$ cat src/rtl/fir6_pkg.sv
package fir6_pkg;
  // Pipeline occupancy: bit 1 = output stage full, bit 0 = product stage full
  typedef enum logic [1:0] {
    OCC_EMPTY = 2'b00,
    OCC_PROD  = 2'b01,
    OCC_OUT   = 2'b10,
    OCC_BOTH  = 2'b11
  } occ_e;
endpackage

$ cat src/rtl/fir6_ctrl.sv
module fir6_ctrl
  import fir6_pkg::*;
(
  input  logic clk,
  input  logic rst_n,
  input  logic in_valid,
  input  logic out_ready,
  output logic in_ready,
  output logic en_prod,
  output logic en_sum,
  output logic out_valid
);
  occ_e occ_q, occ_d;
  logic prod_full, out_full, drain, prod_next, out_next;

  assign prod_full = (occ_q == OCC_PROD) || (occ_q == OCC_BOTH);
  assign out_full  = (occ_q == OCC_OUT)  || (occ_q == OCC_BOTH);
  assign drain     = !out_full || out_ready;
  assign in_ready  = !prod_full || drain;
  assign en_prod   = in_valid && in_ready;
  assign en_sum    = prod_full && drain;
  assign out_valid = out_full;

  always_comb begin
    prod_next = prod_full;
    if (en_sum)  prod_next = 1'b0;
    if (en_prod) prod_next = 1'b1;
    out_next = out_full;
    if (out_full && out_ready) out_next = 1'b0;
    if (en_sum) out_next = 1'b1;
    occ_d = occ_e'({out_next, prod_next});
  end

  always_ff @(posedge clk) begin
    if (!rst_n) occ_q <= OCC_EMPTY;
    else        occ_q <= occ_d;
  end

  p_fill_r4: assert property (@(posedge clk) disable iff (!rst_n)
    en_prod |=> (occ_q == OCC_PROD || occ_q == OCC_BOTH));
  p_emit_r4: assert property (@(posedge clk) disable iff (!rst_n)
    en_sum |=> out_valid);
  p_stall_r7: assert property (@(posedge clk) disable iff (!rst_n)
    (occ_q == OCC_BOTH && !out_ready) |=> (occ_q == OCC_BOTH));
endmodule

$ cat src/rtl/fir6_coef_bank.sv
module fir6_coef_bank #(
  parameter int TAPS = 6,
  parameter int CW   = 13,
  localparam int IW  = $clog2(TAPS)
) (
  input  logic                      clk,
  input  logic                      rst_n,
  input  logic                      we,
  input  logic [IW-1:0]             idx,
  input  logic [CW-1:0]             val,
  output logic [TAPS-1:0][CW-1:0]   coef
);
  for (genvar k = 0; k < TAPS; k++) begin : g_coef
    always_ff @(posedge clk) begin
      if (!rst_n)                      coef[k] <= '0;
      else if (we && int'(idx) == k)   coef[k] <= val;
    end
  end

  p_bad_index_r6: assert property (@(posedge clk) disable iff (!rst_n)
    (we && int'(idx) >= TAPS) |=> $stable(coef));
endmodule

$ cat src/rtl/fir6_delay_line.sv
module fir6_delay_line #(
  parameter int TAPS = 6,
  parameter int DW   = 13
) (
  input  logic                       clk,
  input  logic                       rst_n,
  input  logic                       shift_en,
  input  logic [DW-1:0]              din,
  output logic [TAPS-2:0][DW-1:0]    hist
);
  for (genvar i = 0; i < TAPS - 1; i++) begin : g_stage
    always_ff @(posedge clk) begin
      if (!rst_n)        hist[i] <= '0;
      else if (shift_en) hist[i] <= (i == 0) ? din : hist[(i == 0) ? 0 : i - 1];
    end
  end

  p_hold_line_r3: assert property (@(posedge clk) disable iff (!rst_n)
    !shift_en |=> $stable(hist));
endmodule

$ cat src/rtl/fir6_mac_tap.sv
module fir6_mac_tap #(
  parameter int DW = 13,
  parameter int CW = 13,
  parameter int OW = 31,
  localparam int PW = DW + CW
) (
  input  logic                 clk,
  input  logic                 rst_n,
  input  logic                 en,
  input  logic signed [DW-1:0] x,
  input  logic signed [CW-1:0] c,
  input  logic signed [OW-1:0] sum_in,
  output logic signed [OW-1:0] sum_out
);
  logic signed [PW-1:0] prod_q;

  always_ff @(posedge clk) begin
    if (!rst_n)  prod_q <= '0;
    else if (en) prod_q <= x * c;
  end

  assign sum_out = sum_in + OW'(prod_q);

  p_prod_gated_r9: assert property (@(posedge clk) disable iff (!rst_n)
    !en |=> $stable(prod_q));
endmodule

$ cat src/rtl/fir6_staged.sv
module fir6_staged
  import fir6_pkg::*;
#(
  parameter int TAPS = 6,
  parameter int DW   = 13,
  parameter int CW   = 13,
  parameter int OW   = 31,
  localparam int IW  = $clog2(TAPS)
) (
  input  logic                 clk,
  input  logic                 rst_n,
  input  logic                 in_valid,
  output logic                 in_ready,
  input  logic [DW-1:0]        in_data,
  input  logic                 cw_en,
  input  logic [IW-1:0]        cw_tap,
  input  logic [CW-1:0]        cw_val,
  output logic                 out_valid,
  input  logic                 out_ready,
  output logic [OW-1:0]        out_data
);
  logic                       en_prod, en_sum;
  logic [TAPS-2:0][DW-1:0]    hist;
  logic [TAPS-1:0][CW-1:0]    coef;
  logic [TAPS-1:0][DW-1:0]    x_tap;
  logic signed [OW-1:0]       sums [TAPS+1];
  logic [OW-1:0]              out_q;

  fir6_ctrl u_ctrl (
    .clk(clk), .rst_n(rst_n), .in_valid(in_valid), .out_ready(out_ready),
    .in_ready(in_ready), .en_prod(en_prod), .en_sum(en_sum), .out_valid(out_valid)
  );

  fir6_coef_bank #(.TAPS(TAPS), .CW(CW)) u_coef (
    .clk(clk), .rst_n(rst_n), .we(cw_en), .idx(cw_tap), .val(cw_val), .coef(coef)
  );

  fir6_delay_line #(.TAPS(TAPS), .DW(DW)) u_line (
    .clk(clk), .rst_n(rst_n), .shift_en(en_prod), .din(in_data), .hist(hist)
  );

  assign sums[0] = '0;
  for (genvar k = 0; k < TAPS; k++) begin : g_tap
    if (k == 0) begin : g_head
      assign x_tap[k] = in_data;
    end else begin : g_body
      assign x_tap[k] = hist[k-1];
    end
    fir6_mac_tap #(.DW(DW), .CW(CW), .OW(OW)) u_mac (
      .clk(clk), .rst_n(rst_n), .en(en_prod),
      .x(x_tap[k]), .c(coef[k]), .sum_in(sums[k]), .sum_out(sums[k+1])
    );
  end

  always_ff @(posedge clk) begin
    if (!rst_n)      out_q <= '0;
    else if (en_sum) out_q <= sums[TAPS];
  end
  assign out_data = out_q;

  p_out_hold_r7: assert property (@(posedge clk) disable iff (!rst_n)
    (out_valid && !out_ready) |=> (out_valid && $stable(out_data)));
  p_out_gated_r9: assert property (@(posedge clk) disable iff (!rst_n)
    !en_sum |=> $stable(out_q));
endmodule

$ cat config.mk
export PLATFORM = sky130hd
export DESIGN_NAME = fir6_staged
export DESIGN_NICKNAME = d
export VERILOG_FILES = /design/src/rtl/fir6_pkg.sv /design/src/rtl/fir6_ctrl.sv /design/src/rtl/fir6_coef_bank.sv /design/src/rtl/fir6_delay_line.sv /design/src/rtl/fir6_mac_tap.sv /design/src/rtl/fir6_staged.sv
export SDC_FILE = /design/constraint.sdc
export NUM_CORES = 2
export LEC_CHECK = 0
export ABC_AREA = 1
export BUFFER_PORTS_ARGS = -buffer_cell sky130_fd_sc_hd__buf_2
export CAP_MARGIN = 20
export CORE_MARGIN = 5
export CORE_UTILIZATION = 25
export DETAILED_ROUTE_END_ITERATION = 12
export GPL_ROUTABILITY_DRIVEN = 0
export PLACE_DENSITY = 0.45
export SLEW_MARGIN = 20
export SYNTH_ARGS = -nofsm -noshare
export SYNTH_HDL_FRONTEND = slang
export SYNTH_HIERARCHICAL = 1
export SYNTH_SLANG_ARGS = --single-unit
$ cat constraint.sdc
create_clock -name clk -period 8.75 [get_ports clk]
set_input_delay 2.1875 -clock clk [delete_from_list [all_inputs] [get_ports clk]]
set_output_delay 2.1875 -clock clk [all_outputs]
set_load 0.05 [all_outputs]
==> results_dict.tcl <==
set metrics [dict create \
    fmax_ghz 0.121 \
    hold_buffers 0 \
    cts_root_buffer "clkbuf_16" \
    cp_slowest_cell "ha_1" \
    drive_above_1_share 0.0406 \
    grt-ovfl-total 0 \
    cp-end-kind "flip-flop" \
    clockBufferDepth 3 \
    cts_buffers 47 \
    die_h_um 524 \
    cts_tree "built" \
    syn_area_per_cell_um2 6.92 \
    dr.pass1.iters 6 \
    pin_count 67 \
    wl_met3_um 7140 \
    rsz0062_at_grt "true" \
    topRoutingLayerUsed "met5" \
    num-nets-final 11000 \
    min_from "out_data[11]$_SDFFE_PN0P_" \
    period_minus_slack_ns 8.29 \
    wl_per_cell_um 15.7 \
    start_util 0.251 \
    fp.dieW_um 524 \
    die_area_um2 274000 \
    netlist_instances 9522 \
    max_stage_delay_ns 0.40 \
    stdcell_area_um2 71800 \
    path_class "reg2reg" \
    wl_met1_um 97300 \
    async_flop_share 0 \
    drt_wl_total_um 204000 \
    grt_pass1_wl_um 328000 \
    num-fill-cells 29200 \
    area_delta_synth_final_pct 8.94 \
    hold_viol_final 0 \
    synth-main-ff-cell "dfxtp_1" \
    crit_required_ns 9.29 \
    first_global_vias 58500 \
    tns_ns 0 \
    worst_ir_drop_vdd_mv 0.241 \
    vias_per_cell 4.39 \
    hold_path.class "reg2reg" \
    setup-violations-final 0 \
    gr-usage-all-layers 0.149 \
    portBuffers 66 \
    cellLeakagePower_nw 41.6 \
    wl_met2_um 94900 \
    slew_headroom 0.335 \
    grt_max_degree 86 \
    syn_area_um2 65900 \
    crit_fanout 5 \
    cp-start-kind "flip-flop" \
    ant_nets 0 \
    netlist-cell-type-count 57 \
    antenna_found_initial 4 \
    finClkSkew_ns 0.0458 \
    cts_max_level 2 \
    placed_area_um2 70000 \
    startpoint "g_tap[0].u_mac/prod_q[15]$_SDFFE_PN0P_" \
    dp_hpwl_um 171000 \
    yosysWarnings 6 \
    post-route-util 0.274 \
    cp.arrival_ns 8.84 \
    finalCritPeriodShare 0.948 \
    power_density_nw_per_um2 174 \
    worstSkewPairLatency_ns 0.68 \
    clock_sinks 332 \
    maxCapViolCount 0 \
    regToRegStartpoint "g_tap[0].u_mac/prod_q[15]$_SDFFE_PN0P_" \
    vias 57100 \
    ys_ff_latch 332 \
    core_um2 263000 \
    cp_common_cell "nand2_1" \
    synth_edf_count 0 \
    worstMarginPinSlew_ns 0.996 \
    drc 0 \
    ys_seq_area_frac 0.101 \
    final_common_cell "nand2_1" \
    row_count 188 \
    drt_iter0_drc 3324 \
    layout_common_cells "2431 x nand2_1, 2201 x inv_1, 1117 x nor2_1" \
    outcome "finished clean" \
    path_clk_slew_ns 0.06 \
    drv_slew 0 \
]
-- state kept, by name (all words and copies together) (netlist names) --
name / count
out_data: 31
u_coef/coef: 78
u_ctrl/occ_q: 2
g_tap.u_mac/prod_q: 156
u_line/hist: 65
-- cells in the mapped netlist (32+ instances only) --
library cell,instances,area share
a21oi_1,308,0.023
buf_2,40,0.0030
clkbuf_1,191,0.011
dfxtp_1,332,0.10
fa_1,978,0.30
ha_1,582,0.11
inv_1,2202,0.13
nand2_1,2431,0.14
nand3_1,427,0.032
nand3b_1,32,0.0036
nand4_1,89,0.0084
nor2_1,1127,0.064
nor2_2,32,0.0030
nor3_1,33,0.0025
o21ai_0,208,0.016
xnor2_1,36,0.0048
xor2_1,141,0.019
-- worst max-delay path, delay by kind of cell (launching register included) --
family | cells | cell delay, ns
and+or+nand+nor | 15 | 1.57
AOI/OAI and AO/OA | 14 | 3.02
DFF | 1 | 0.31
adders and majority gates | 6 | 2.25
buffers and inverters | 2 | 0.14
xor gates and xnor gates | 5 | 0.90
-- what timing repair did --
action / in CTS / in global routing
endpoints found under the setup margin: 0 / 10
resized for setup: 0 / 25
setup buffers: 0 / 1
-- through the flow --
| stage | setup WS [ns] | hold slack (ns) | std cells | total power (W) |
|---|---|---|---|---|
| CTS | 0.248 | 0.472 | 13000 | 0.0125 |
| detailed placement | 0.315 | 0.461 | 12900 | 0.0102 |
| global route | -0.0430 | 0.496 | 13000 | 0.0137 |
| finish | 0.458 | 0.471 | 13000 | 0.0125 |
| global placement | 0.191 | 0.455 | 12900 | 0.0102 |
| floorplan | 1.43 | 0.453 | 9553 | 0.00787 |
-- metal layers --
layer | global-route usage | up-vias
met5 | 0 | -
met4 | 0.0327 | 2
met3 | 0.0122 | 195
met2 | 0.253 | 1020
met1 | 0.206 | 27700
li1 | - | 28100
-- power breakdown --
group / internal (W) / switching [W] / total [W] / leakage, nW
combinational: 0.00269 / 0.00572 / 0.00841 / 38.1
clock: 0.00133 / 0.000839 / 0.00216 / 0.840
sequential: 0.00165 / 0.000264 / 0.00191 / 2.73
-- worst paths after layout --
path / to / slack [ns] / cells after the start
worst max-delay path: out_data[30]$_SDFFE_PN0P_ / 0.46 / 42
worst min-delay path: out_data[11]$_SDFFE_PN0P_ / 0.47 / 2
worst max register to register: out_data[30]$_SDFFE_PN0P_ / 0.46 / 42
worst min register to register: out_data[11]$_SDFFE_PN0P_ / 0.47 / 2
-- layout make-up --
class,count,area [µm²],share of cell area
Antenna cell,2,5.00,0.0000697
Timing Repair Buffer,101,602,0.00838
Multi-Input combinational cell,6731,50000,0.697
Sequential cell,332,6650,0.0925
Clock inverter,21,325,0.00453
Clock buffer,65,1400,0.0194
Tap cell,3515,4400,0.0612
Inverter,2236,8400,0.117
-- cells by family (layout without fill, tap and decap cells) --
logic type               Yosys count  after routing  share of synthesized area
XOR/XNOR                         177            177                     0.0235
other                              1             34                  0.0000569
flip-flops                       332            332                      0.101
buffers and inverters           2490           2423                      0.144
AO/OA/AOI/OAI                    677            677                     0.0586
AND/OR/NAND/NOR                 4285           4285                      0.266
adder cells (fa/ha/maj)         1560           1560                      0.407
Power figures use the tool's default switching activity.
